===== src/rtl/ptrim_pkg.sv =====
package ptrim_pkg;
  localparam int REM_W = 9;

  typedef enum logic [1:0] {
    WIN_FULL  = 2'd0,
    WIN_HALF  = 2'd1,
    WIN_QUART = 2'd2
  } win_mode_e;

  typedef struct packed {
    logic [REM_W-1:0] rem;
    logic             ins;
    win_mode_e        mode;
  } trim_cfg_t;

  localparam trim_cfg_t CFG_RST = '{rem: '0, ins: 1'b0, mode: WIN_FULL};

  function automatic win_mode_e pick_mode(input logic half, input logic quart);
    if (quart)     return WIN_QUART;
    else if (half) return WIN_HALF;
    else           return WIN_FULL;
  endfunction

  // low removal bits the window can not spread evenly are cleared
  function automatic trim_cfg_t apply_mask(input trim_cfg_t c);
    trim_cfg_t r;
    r = c;
    case (c.mode)
      WIN_HALF:  r.rem[0]   = 1'b0;
      WIN_QUART: r.rem[1:0] = 2'b00;
      default:   r.rem      = c.rem;
    endcase
    return r;
  endfunction
endpackage


===== src/rtl/ptrim_win_ctr.sv =====
module ptrim_win_ctr
  import ptrim_pkg::*;
#(
  parameter int WIN_LOG2 = 20
) (
  input  logic                clk_i,
  input  logic                rst_ni,
  input  win_mode_e           mode_i,
  output logic [WIN_LOG2-1:0] pos_o,
  output logic                wrap_o
);
  logic [WIN_LOG2-1:0] pos_q, last;
  logic [1:0]          sh;

  always_comb begin
    case (mode_i)
      WIN_HALF:  sh = 2'd1;
      WIN_QUART: sh = 2'd2;
      default:   sh = 2'd0;
    endcase
    last = {WIN_LOG2{1'b1}} >> sh;
  end

  assign wrap_o = (pos_q == last);
  assign pos_o  = pos_q;

  always_ff @(posedge clk_i or negedge rst_ni) begin
    if (!rst_ni)     pos_q <= '0;
    else if (wrap_o) pos_q <= '0;
    else             pos_q <= pos_q + 1'b1;
  end

  a_r1_restart: assert property (@(posedge clk_i) disable iff (!rst_ni)
    wrap_o |=> (pos_o == '0));
  a_r2_in_window: assert property (@(posedge clk_i) disable iff (!rst_ni)
    pos_o <= last);
endmodule


===== src/rtl/ptrim_cfg.sv =====
module ptrim_cfg
  import ptrim_pkg::*;
(
  input  logic             clk_i,
  input  logic             rst_ni,
  input  logic             wr_i,
  input  logic [REM_W-1:0] rem_i,
  input  logic             ins_i,
  input  logic             half_i,
  input  logic             quart_i,
  input  logic             wrap_i,
  output trim_cfg_t        act_o,
  output logic             pend_o
);
  trim_cfg_t stg_q, stg_d, act_q;
  logic      pend_q;

  always_comb begin
    stg_d = stg_q;
    if (wr_i) stg_d = '{rem: rem_i, ins: ins_i, mode: pick_mode(half_i, quart_i)};
  end

  always_ff @(posedge clk_i or negedge rst_ni) begin
    if (!rst_ni) begin
      stg_q  <= CFG_RST;
      act_q  <= CFG_RST;
      pend_q <= 1'b0;
    end else begin
      stg_q <= stg_d;
      if (wrap_i) act_q <= apply_mask(stg_d);
      if (wrap_i)    pend_q <= 1'b0;
      else if (wr_i) pend_q <= 1'b1;
    end
  end

  assign act_o  = act_q;
  assign pend_o = pend_q;

  a_r8_hold: assert property (@(posedge clk_i) disable iff (!rst_ni)
    !wrap_i |=> $stable(act_o));
  a_r3_half_mask: assert property (@(posedge clk_i) disable iff (!rst_ni)
    (act_o.mode == WIN_HALF) |-> (act_o.rem[0] == 1'b0));
  a_r4_quart_mask: assert property (@(posedge clk_i) disable iff (!rst_ni)
    (act_o.mode == WIN_QUART) |-> (act_o.rem[1:0] == 2'b00));
  a_r9_pend_set: assert property (@(posedge clk_i) disable iff (!rst_ni)
    (wr_i && !wrap_i) |=> pend_o);
  a_r9_pend_clr: assert property (@(posedge clk_i) disable iff (!rst_ni)
    wrap_i |=> !pend_o);
endmodule


===== src/rtl/ptrim_pulse.sv =====
module ptrim_pulse
  import ptrim_pkg::*;
#(
  parameter int WIN_LOG2 = 20
) (
  input  logic                clk_i,
  input  logic                rst_ni,
  input  logic [WIN_LOG2-1:0] pos_i,
  input  trim_cfg_t           act_i,
  output logic [1:0]          pulses_o
);
  localparam int SLOT_W = WIN_LOG2 - REM_W;

  logic [REM_W-1:0]  slot, slot_rev;
  logic [SLOT_W-1:0] sub;
  logic              drop, add;

  assign slot = pos_i[WIN_LOG2-1 -: REM_W];
  assign sub  = pos_i[SLOT_W-1:0];

  for (genvar b = 0; b < REM_W; b++) begin : g_rev
    assign slot_rev[b] = slot[REM_W-1-b];
  end

  // removal at slot start, insertion at slot end: never the same cycle
  assign drop = (sub == '0) && (slot_rev < act_i.rem);
  assign add  = (sub == '1) && act_i.ins;

  always_comb begin
    if (drop)     pulses_o = 2'd0;
    else if (add) pulses_o = 2'd2;
    else          pulses_o = 2'd1;
  end

  a_r11_range: assert property (@(posedge clk_i) disable iff (!rst_ni)
    pulses_o != 2'd3);
  a_r5_drop_needs_rem: assert property (@(posedge clk_i) disable iff (!rst_ni)
    (pulses_o == 2'd0) |-> (act_i.rem != '0));
  a_r6_add_needs_ins: assert property (@(posedge clk_i) disable iff (!rst_ni)
    (pulses_o == 2'd2) |-> act_i.ins);
endmodule


===== src/rtl/ppm_clk_trim.sv =====
module ppm_clk_trim
  import ptrim_pkg::*;
#(
  parameter int WIN_LOG2 = 20
) (
  input  logic       clk_i,
  input  logic       rst_ni,
  input  logic       cfg_wr_i,
  input  logic [8:0] rem_cnt_i,
  input  logic       ins_en_i,
  input  logic       win_half_i,
  input  logic       win_quarter_i,
  output logic [1:0] pulses_o,
  output logic       cfg_pend_o
);
  logic [WIN_LOG2-1:0] pos;
  logic                wrap;
  trim_cfg_t           act;

  ptrim_cfg u_cfg (
    .clk_i   (clk_i),
    .rst_ni  (rst_ni),
    .wr_i    (cfg_wr_i),
    .rem_i   (rem_cnt_i),
    .ins_i   (ins_en_i),
    .half_i  (win_half_i),
    .quart_i (win_quarter_i),
    .wrap_i  (wrap),
    .act_o   (act),
    .pend_o  (cfg_pend_o)
  );

  ptrim_win_ctr #(.WIN_LOG2(WIN_LOG2)) u_ctr (
    .clk_i  (clk_i),
    .rst_ni (rst_ni),
    .mode_i (act.mode),
    .pos_o  (pos),
    .wrap_o (wrap)
  );

  ptrim_pulse #(.WIN_LOG2(WIN_LOG2)) u_pulse (
    .clk_i    (clk_i),
    .rst_ni   (rst_ni),
    .pos_i    (pos),
    .act_i    (act),
    .pulses_o (pulses_o)
  );
endmodule


===== config.mk =====
export PLATFORM = sky130hd
export DESIGN_NAME = ppm_clk_trim
export DESIGN_NICKNAME = d
export VERILOG_FILES = /design/src/rtl/ptrim_pkg.sv /design/src/rtl/ptrim_win_ctr.sv /design/src/rtl/ptrim_cfg.sv /design/src/rtl/ptrim_pulse.sv /design/src/rtl/ppm_clk_trim.sv
export SDC_FILE = /design/constraint.sdc
export NUM_CORES = 1
export LEC_CHECK = 0
export BUFFER_PORTS_ARGS = -buffer_cell sky130_fd_sc_hd__buf_4
export CELL_PAD_IN_SITES_DETAIL_PLACEMENT = 1
export CELL_PAD_IN_SITES_GLOBAL_PLACEMENT = 1
export CORE_MARGIN = 2
export CORE_UTILIZATION = 43
export CTS_BUF_LIST = sky130_fd_sc_hd__clkbuf_2 sky130_fd_sc_hd__clkbuf_4 sky130_fd_sc_hd__clkbuf_8
export CTS_CLUSTER_DIAMETER = 40
export DETAILED_ROUTE_END_ITERATION = 12
export PLACE_DENSITY_LB_ADDON = 0.1
export SYNTH_ARGS = -nofsm -noshare
export SYNTH_HDL_FRONTEND = slang
export SYNTH_SLANG_ARGS = --single-unit

===== constraint.sdc =====
create_clock -name clk_i -period 2.54 [get_ports clk_i]
set_clock_uncertainty 0.1 [all_clocks]
set_input_delay 0.254 -clock clk_i [delete_from_list [all_inputs] [get_ports clk_i]]
set_output_delay 0.254 -clock clk_i [all_outputs]
set_load 0.03 [all_outputs]

==> results_dict.tcl, run 1 <==
set metrics [dict create \
    diodes 0 \
    holdPathStages 2 \
    crit_required_ns 2.19 \
    remaining_drc_errors 0 \
    synthCells 190 \
    switching_share_pct 20.4 \
    dpl.hpwl_um 3390 \
    path_depth 6 \
    die_w_um 75.6 \
    syn_to_final_growth_pct 15.4 \
    regArea_um2 1130 \
    gp_congestion 0.796 \
    critPathSlowestCell "dfrtp_1" \
    min_period_over_period_pct 94.5 \
    die-area_um2 5720 \
    netlist-cell-type-count 39 \
    n_fill_cell 572 \
    syn_area_um2 2200 \
    seqPwrFrac_pct 59.1 \
    drive_gt1_share_pct 25.5 \
    multi_input_area_um2 988 \
    synth_xor_area_share_pct 6.36 \
    cts_buffers 5 \
    setup_tns_ns 0 \
    vias 1492 \
    final.min_clock_period_ns 2.40 \
    root_buffer "clkbuf_8" \
    fin_nets 243 \
    wire_per_inst_um 15.3 \
    rsz0062_at_grt "false" \
    p_per_area_nw_per_um2 491 \
    status "complete, no violations" \
    maxSlewHeadroom_pct 63.4 \
    synth_fa_ha_area_share_pct 6.81 \
    synth_compound_area_share_pct 4.03 \
    drv_slew 0 \
    dr.pass1.iters 4 \
    critPathKind "reg -> out" \
    setup_viol 0 \
    synthMuxAreaShare_pct 11.6 \
    clk_pin_slew_worst_paths_ns 0.08 \
    hold_viol_final 0 \
    max_freq_ghz 0.417 \
    gr-usage-all-layers_pct 18.0 \
    postRouteAntennaNets 0 \
    ys_seq_area_share_pct 51.1 \
    path_cells "ha_1 > a21oi_1 > a21boi_0 > o311ai_0 > a31oi_1 > buf_4" \
    arrival_ns 2.05 \
    yosys_most_used_dff "dfrtp_1" \
    intPower_w 0.000995 \
    io_pins 18 \
    synth_area_leaders "dfrtp_1 51%, mux2_2 10%, ha_1 6.8%" \
    grt_remaining_overflow 0 \
    crit_buf_inv 1 \
    synthSimpleGateAreaFrac_pct 16.1 \
    portBuffers 17 \
    die-height_um 75.6 \
    drt-total-wl_um 4380 \
    cts_tree "yes" \
    clock-sinks 45 \
    fin_util_pct 50.4 \
    ys_ff_latch 45 \
    synth_edf_count 0 \
    crit_path_end_kind "output port" \
    post_cts_buffers 0 \
    yosys.area.top_type_share_pct 51.1 \
    ir_worst_vdd_uv 240 \
    start_util_pct 43.7 \
    antenna_found_initial 0 \
    p_leak_nw 1.15 \
    crit_family "compound AO/OA/AOI/OAI gates" \
    num_rows 26 \
    worstRegToRegCells 6 \
    cp-start-kind "flip-flop" \
    synth_top_family_by_area "simple AND/OR/NAND/NOR gates" \
    synth_common_cells "45 x dfrtp_1, 20 x mux2_2, 17 x inv_1" \
    pwr-share-clk_pct 35.6 \
    core-area_um2 5040 \
    cap_violations 0 \
    cts_buffer_depth 2 \
    worst_pin_slew_ns 0.548 \
    critPathMaxStageDelay_ns 0.44 \
    grt_first_pass_wirelength_um 7670 \
    cts_max_level 2 \
    p_sw_w 0.000255 \
    synth_top_cell_by_area "dfrtp_1" \
    viasPerCell 5.22 \
    yosysWarnings 0 \
    synthArstFlopShare_pct 100 \
    worstPathMaxFanout 4 \
    avgSynthCellArea_um2 11.6 \
    grt_pass1_vias 1582 \
    hold_class "in -> reg" \
    p_comb_share_pct 5.3 \
    synth.most_common_cell "dfrtp_1" \
    grt_start_max_net_pins 46 \
    drt-initial-drc-count 32 \
    clock_latency_ns 0.29 \
    cts_resized 0 \
    synth_nets 217 \
]
[layout make-up]
type	instances	area share, %
Clock buffer	7	3.54
Sequential cell	45	44.3
Inverter	17	2.51
Timing Repair Buffer	23	7.38
Tap cell	70	3.44
Multi-Input combinational cell	124	38.9
[power by group through the flow]
stage               Combinational [W]  Clock (W)  Sequential, W
global route                0.0000765   0.000495       0.000741
detailed placement          0.0000676          0       0.000753
global placement            0.0000646          0       0.000752
finish                      0.0000664   0.000445       0.000738
floorplan                   0.0000301          0       0.000751
CTS                         0.0000688   0.000467       0.000739
[cell usage in the layout (no fill, tap or decap), types with 2 or more instances in the layout]
cell,instances
nand2_1,9
buf_4,21
or3_1,2
dfrtp_1,45
clkbuf_8,6
ha_1,12
and3_1,2
a21oi_1,4
nor4_1,3
or4_1,2
xnor2_1,8
nand4_1,4
mux2i_1,3
xor2_1,8
nor2_1,12
inv_1,17
nand3_1,12
mux2_2,20
o21ai_0,3
o31ai_1,2
[routing by layer]
metal | vias to the layer above | share of wire [%] | GRT usage [%]
li1 | 712 | - | -
met1 | 753 | 45 | 22.6
met2 | 20 | 50 | 31.6
met3 | 7 | 2.9 | 3.17
met4 | 0 | 1.3 | 5.26
met5 | - | 0 | 0
[path summary, 6_finish.rpt]
path                                           start                           to  slack, ns
min in group asynchronous                     rst_ni     u_cfg.pend_o$_DFFE_PN0P_       0.40
setup reg to reg            u_ctr.pos_o[0]$_DFF_PN0_  u_cfg.act_o[10]$_DFFE_PN0N_       0.25
max in group asynchronous                     rst_ni     u_ctr.pos_o[2]$_DFF_PN0_       1.56
setup / recovery           u_ctr.pos_o[16]$_DFF_PN0_                  pulses_o[0]       0.14
hold / removal                          rem_cnt_i[3]     u_cfg.stg_q[6]$_DFF_PN0_       0.11
hold reg to reg            u_cfg.stg_q[11]$_DFF_PN0_    u_cfg.stg_q[11]$_DFF_PN0_       0.39
[repair_timing]
item / CTS / global route
hold buffers: 1 / 0
endpoints found under the setup margin: 0 / 0
hold endpoints to repair: 45 / 0
[logic make-up after synthesis]
group                    count (synthesis)
AND/OR/NAND/NOR                         59
flip-flops                              45
multiplexers                            23
buffers and inverters                   21
XOR/XNOR                                16
AO/OA/AOI/OAI                           14
adder cells (fa/ha/maj)                 12
[metrics by stage]
stage | hold slack (ns) | setup slack (ns) | power, W | cell area, um^2 | cells
after floorplan | -0.142 | 0.476 | 0.000782 | 2200 | 190
after global placement | 0.178 | 0.341 | 0.000817 | 2440 | 278
after detailed placement | 0.189 | 0.239 | 0.000821 | 2440 | 278
after CTS | 0.101 | 0.126 | 0.00127 | 2540 | 286
after global routing | 0.106 | 0.0160 | 0.00131 | 2540 | 286
final | 0.110 | 0.139 | 0.00125 | 2540 | 286
[sequential cells by signal, indices dropped and copies added (netlist names)]
register / cells
u_cfg.pend_o: 1
u_cfg.stg_q: 12
u_ctr.pos_o: 20
u_cfg.act_o: 12
Power figures use the tool's default switching activity.
==> run 2: changes to the inputs <==
--- a/config.mk
+++ b/config.mk
@@ -5,6 +5,7 @@
 export SDC_FILE = /design/constraint.sdc
 export NUM_CORES = 1
 export LEC_CHECK = 0
+export ABC_AREA = 1
 export BUFFER_PORTS_ARGS = -buffer_cell sky130_fd_sc_hd__buf_4
 export CELL_PAD_IN_SITES_DETAIL_PLACEMENT = 1
 export CELL_PAD_IN_SITES_GLOBAL_PLACEMENT = 1
==> results_dict.tcl, run 2 <==
set metrics [dict create \
    status "complete, no violations" \
    critPathKind "reg -> out" \
    dr.pass1.iters 4 \
    yosysWarnings 0 \
    n_fill_cell 694 \
    setup_tns_ns 0 \
    max_freq_ghz 0.454 \
    final.min_clock_period_ns 2.20 \
    p_leak_nw 1.52 \
    cap_violations 0 \
    cts_buffer_depth 2 \
    syn_area_um2 2520 \
    ys_ff_latch 45 \
    netlist-cell-type-count 30 \
    die-height_um 80.6 \
    largest_register_ffs 20 \
    instances_no_fill 405 \
    arrival_ns 1.85 \
    gp_congestion 0.819 \
    dpl.hpwl_um 4330 \
    setup_viol 0 \
    num_rows 27 \
    grt_remaining_overflow 0 \
    synth_area_leaders "dfrtp_1 45%, nand2_1 16%, ha_1 5.9%" \
    mostFrequentLayoutCell "nand2_1" \
    synth_top_cell_by_area "dfrtp_1" \
    dp.cells 396 \
    ys_seq_area_share_pct 44.6 \
    cts_max_level 2 \
    ir_worst_vdd_uv 337 \
    crit_path_end_kind "output port" \
    wire_per_inst_um 14.0 \
    yosys_most_used_dff "dfrtp_1" \
    synth_nets 339 \
    worstPathMaxFanout 5 \
    portBuffers 17 \
    drt-total-wl_um 5660 \
    min_period_over_period_pct 86.8 \
    p_per_area_nw_per_um2 480 \
    clk_pin_slew_worst_paths_ns 0.09 \
    cts_buffers 5 \
    diodes 0 \
    drive_gt1_share_pct 16.5 \
    io_pins 18 \
    synth_common_cells "105 x nand2_1, 45 x dfrtp_1, 34 x inv_1" \
    synth.most_common_cell "nand2_1" \
    maxSlewHeadroom_pct 60.7 \
    cts_tree "yes" \
    top_register "u_ctr.pos_o" \
    worst_pin_slew_ns 0.589 \
    die_w_um 80.6 \
    remaining_drc_errors 0 \
    avgSynthCellArea_um2 8.09 \
    rsz0062_at_grt "false" \
    postRouteAntennaNets 0 \
    hold_viol_final 0 \
    grt_pass1_vias 2088 \
    syn_to_final_growth_pct 12.0 \
    whs_ns 0.0695 \
    synthCells 312 \
    fin_nets 359 \
    crit_required_ns 2.19 \
    die-area_um2 6500 \
    final_cell_mix "105 x nand2_1, 45 x dfrtp_1, 34 x inv_1, 30 x nor2_1, 26 x nand3_1" \
    grt_start_max_net_pins 46 \
    vias 1977 \
    place_ws_ns 0.598 \
    fin_util_pct 50.7 \
    start_util_pct 45.3 \
    synth_edf_count 0 \
    clock_latency_ns 0.30 \
    grt_first_pass_wirelength_um 10200 \
    drv_slew 0 \
    antenna_found_initial 0 \
    post_cts_buffers 0 \
    drt-initial-drc-count 55 \
    viasPerCell 4.88 \
    hold_class "in -> reg" \
    gr-usage-all-layers_pct 21.1 \
    core-area_um2 5570 \
    fin_ws_ns 0.336 \
    root_buffer "clkbuf_8" \
    cp-start-kind "flip-flop" \
    yosys.area.top_type_share_pct 44.6 \
    synthArstFlopShare_pct 100 \
    clock-sinks 45 \
]
run 2: cell types whose count changed in the layout (fill, tap and decap cells not counted), sizes merged, moves of 5 or more:
cell,delta
buf,-5
inv,+20
mux2,-20
nand2,+100
nand3,+14
nor2,+35
xnor2,-5
run 2: cell families (layout without fill, tap and decap cells):
logic type	Yosys count	count (layout)	synth area share, %
AO/OA/AOI/OAI	8	8	1.93
XOR/XNOR	12	12	4.16
adder cells (fa/ha/maj)	12	12	5.95
buffers and inverters	43	64	7.29
flip-flops	45	45	44.6
AND/OR/NAND/NOR	192	192	36.0
run 2: final timing paths:
path                                            start                         end  slack, ns  depth (start not counted)
min                                      rem_cnt_i[0]    u_cfg.stg_q[3]$_DFF_PN0_       0.07                          3
max in group asynchronous                      rst_ni   u_ctr.pos_o[18]$_DFF_PN0_       1.55                          2
min in group asynchronous                      rst_ni    u_ctr.pos_o[4]$_DFF_PN0_       0.39                          2
max reg2reg                u_cfg.act_o[0]$_DFFE_PN0N_  u_cfg.act_o[0]$_DFFE_PN0N_       0.68                          7
min reg2reg                  u_cfg.stg_q[4]$_DFF_PN0_    u_cfg.stg_q[4]$_DFF_PN0_       0.37                          2
max                          u_ctr.pos_o[0]$_DFF_PN0_                 pulses_o[0]       0.34                          7
run 2: critical path, cell delays in order (launching register included):
cell and delay (ns):
dfrtp_1 0.41, ha_1 0.25, nand2_2 0.13, nor2_4 0.20, nand2_1 0.14, nor3b_2 0.21, a21oi_1 0.06, buf_4 0.17
run 2: metal layers:
metal / wire, um / track usage, %
met4: 89 / 6.61
met2: 2930 / 37.0
met5: 0 / 0
met1: 2530 / 25.2
met3: 120 / 5.17
run 2: repair_timing:
item	CTS	global route
hold buffers	1	0
endpoints found under the hold margin	45	0
resized for setup	0	0
run 2: area by class of cell:
type | count | area, um^2 | share of cell area (%)
Inverter | 38 | 144 | 5.09
Multi-Input combinational cell | 224 | 1210 | 42.9
Clock inverter | 2 | 38.8 | 1.37
Timing Repair Buffer | 18 | 138 | 4.87
Tap cell | 72 | 90.1 | 3.19
Clock buffer | 6 | 76.3 | 2.70
Sequential cell | 45 | 1130 | 39.8
run 2: metrics by stage:
stage / total power [W] / instance area [um^2]
after floorplan: 0.000778 / 2520
after global placement: 0.000816 / 2700
after detailed placement: 0.000818 / 2700
after CTS: 0.00138 / 2830
after global routing: 0.00143 / 2830
final: 0.00136 / 2830
run 2: power breakdown:
| part | internal (W) | switching (W) |
|---|---|---|
| combinational | 0.0000260 | 0.0000393 |
| clock | 0.000306 | 0.000248 |
| sequential | 0.000732 | 0.00000421 |
==> run 3: changes to the inputs <==
--- a/config.mk
+++ b/config.mk
@@ -15,6 +15,7 @@
 export CTS_CLUSTER_DIAMETER = 40
 export DETAILED_ROUTE_END_ITERATION = 12
 export PLACE_DENSITY_LB_ADDON = 0.1
+export SLEW_MARGIN = 20
 export SYNTH_ARGS = -nofsm -noshare
 export SYNTH_HDL_FRONTEND = slang
 export SYNTH_SLANG_ARGS = --single-unit
==> constraint.sdc (replaced) <==
create_clock -name clk_i -period 2.4 [get_ports clk_i]
set_clock_uncertainty 0.1 [all_clocks]
set_input_delay 0.24 -clock clk_i [delete_from_list [all_inputs] [get_ports clk_i]]
set_output_delay 0.24 -clock clk_i [all_outputs]
set_load 0.03 [all_outputs]
==> results_dict.tcl, run 3 (synthesis results as in run 2) <==
set metrics [dict create \
    gr-usage-all-layers_pct 19.4 \
    portBuffers 17 \
    wire_per_inst_um 13.5 \
    n_fill_cell 702 \
    p_per_area_nw_per_um2 474 \
    gp_congestion 0.807 \
    ir_worst_vdd_uv 330 \
    fin_ws_ns 0.226 \
    cts_hold_buffers 1 \
    hold_class "in -> reg" \
    setup_tns_ns 0 \
    clk_pin_slew_worst_paths_ns 0.10 \
    grt_remaining_overflow 0 \
    maxSlewHeadroom_pct 61.2 \
    r2r_slack_ns 0.59 \
    max_freq_ghz 0.460 \
    grt_pass1_vias 2075 \
    fin_area_um2 2810 \
    dp.cells 397 \
    diodes 0 \
    place_ws_ns 0.531 \
    status "complete, no violations" \
    critPathSlowestCell "dfrtp_1" \
    rsz0062_at_grt "false" \
    grt_start_max_net_pins 46 \
    num_rows 27 \
    cts_tree "yes" \
    path_cells "ha_1 > nand2_2 > nor2_4 > nand2_1 > nor3b_2 > a21oi_1 > buf_4" \
    remaining_drc_errors 0 \
    crit_path_end_kind "output port" \
    largest_register_ffs 20 \
    regToRegEndpoint "u_cfg.act_o[7]$_DFFE_PN0N_" \
    worstPathMaxFanout 5 \
    critPathKind "reg -> out" \
    worst_pin_slew_ns 0.582 \
    min_period_over_period_pct 90.6 \
    top_register "u_ctr.pos_o" \
    root_buffer "clkbuf_8" \
    intPower_w 0.00102 \
    drt-initial-drc-count 46 \
    crit_end "pulses_o[0]" \
    grt_first_pass_wirelength_um 9630 \
    setup_viol 0 \
    mostFrequentLayoutCell "nand2_1" \
    dpl.hpwl_um 4360 \
    syn_to_final_growth_pct 11.4 \
    die_w_um 80.6 \
    cts_buffers 5 \
    cp-start-kind "flip-flop" \
    hold_viol_final 0 \
    post_cts_buffers 0 \
    critPathMaxStageDelay_ns 0.41 \
    timing.rr.start "u_ctr.pos_o[0]$_DFF_PN0_" \
    viasPerCell 4.86 \
    crit_required_ns 2.06 \
    placed_area_um2 2710 \
    final_cell_mix "105 x nand2_1, 45 x dfrtp_1, 34 x inv_1, 30 x nor2_1, 26 x nand3_1" \
    crit_family "simple AND/OR/NAND/NOR gates" \
    dr.pass1.iters 4 \
    die-height_um 80.6 \
    holdPathStages 3 \
    cts_buffer_depth 2 \
    start_util_pct 45.3 \
    drt-total-wl_um 5490 \
    clock_latency_ns 0.30 \
    fin_nets 360 \
    final.min_clock_period_ns 2.17 \
    worstRegToRegCells 8 \
    antenna_found_initial 0 \
    drv_slew 0 \
    switching_share_pct 23.4 \
    cts_max_level 2 \
    seqPwrFrac_pct 58.6 \
    vias 1974 \
    crit_buf_inv 1 \
    io_pins 18 \
    postRouteAntennaNets 0 \
    p_sw_w 0.000312 \
    clock-sinks 45 \
    core-area_um2 5570 \
    die-area_um2 6500 \
    path_depth 7 \
    p_comb_share_pct 5.2 \
    cap_violations 0 \
    cts_resized 0 \
    pwr-share-clk_pct 36.3 \
    arrival_ns 1.83 \
    worstSetupStartpoint "u_ctr.pos_o[0]$_DFF_PN0_" \
    drive_gt1_share_pct 16.8 \
    instances_no_fill 406 \
    p_leak_nw 1.51 \
]
==> run 3: cell count changes in the layout (fill, tap and decap cells not counted), sizes merged <==
cell | before | now
clkinv | 2 | 1
bufinv | 1 | 0
clkinvlp | 0 | 2
buf | 17 | 18
==> run 3: worst min-delay path, cell delays in order <==
cell and delay, ns:
buf_4 0.07, nand2_1 0.04, nand2_1 0.07
==> run 3: worst min path at each step <==
| stage | startpoint | endpoint |
|---|---|---|
| after detailed placement | rst_ni | u_ctr.pos_o[3]$_DFF_PN0_ |
| final | rem_cnt_i[2] | u_cfg.stg_q[5]$_DFF_PN0_ |
| after global placement | rst_ni | u_ctr.pos_o[3]$_DFF_PN0_ |
| after CTS | rem_cnt_i[2] | u_cfg.stg_q[5]$_DFF_PN0_ |
| after global routing | rem_cnt_i[3] | u_cfg.stg_q[6]$_DFF_PN0_ |
| after floorplan | rst_ni | u_cfg.act_o[0]$_DFFE_PN0N_ |
==> run 3: per-layer routing <==
metal / routed length, um / GRT usage [%]
met1: 2550 / 23.9
met4: 75 / 5.08
met3: 144 / 4.16
met5: 0 / 0
met2: 2720 / 34.2
==> run 3: cell type report <==
type | count | area [um^2] | area share, %
Multi-Input combinational cell | 224 | 1210 | 43.2
Sequential cell | 45 | 1130 | 40.1
Tap cell | 72 | 90.1 | 3.21
Timing Repair Buffer | 19 | 145 | 5.16
Clock buffer | 6 | 76.3 | 2.72
Inverter | 38 | 144 | 5.12
Clock inverter | 2 | 15.0 | 0.534
==> run 3: stage by stage <==
| stage | hold WS (ns) | total power [W] | util, % |
|---|---|---|---|
| 6_report | 0.0562 | 0.00133 | 50.4 |
| 5_1_grt | 0.0648 | 0.00139 | 50.4 |
| 4_1_cts | 0.0543 | 0.00135 | 50.4 |
| 3_5_place_dp | 0.183 | 0.000866 | 48.6 |
| 3_3_place_gp | 0.171 | 0.000864 | 48.6 |
| 2_1_floorplan | -0.156 | 0.000823 | - |
==> run 3: power by group through the flow <==
stage	Sequential (W)	Combinational (W)	Clock [W]
final	0.000780	0.0000686	0.000483
after global routing	0.000781	0.0000804	0.000530
after CTS	0.000780	0.0000712	0.000494
after detailed placement	0.000795	0.0000704	0
after global placement	0.000795	0.0000688	0
after floorplan	0.000794	0.0000299	0
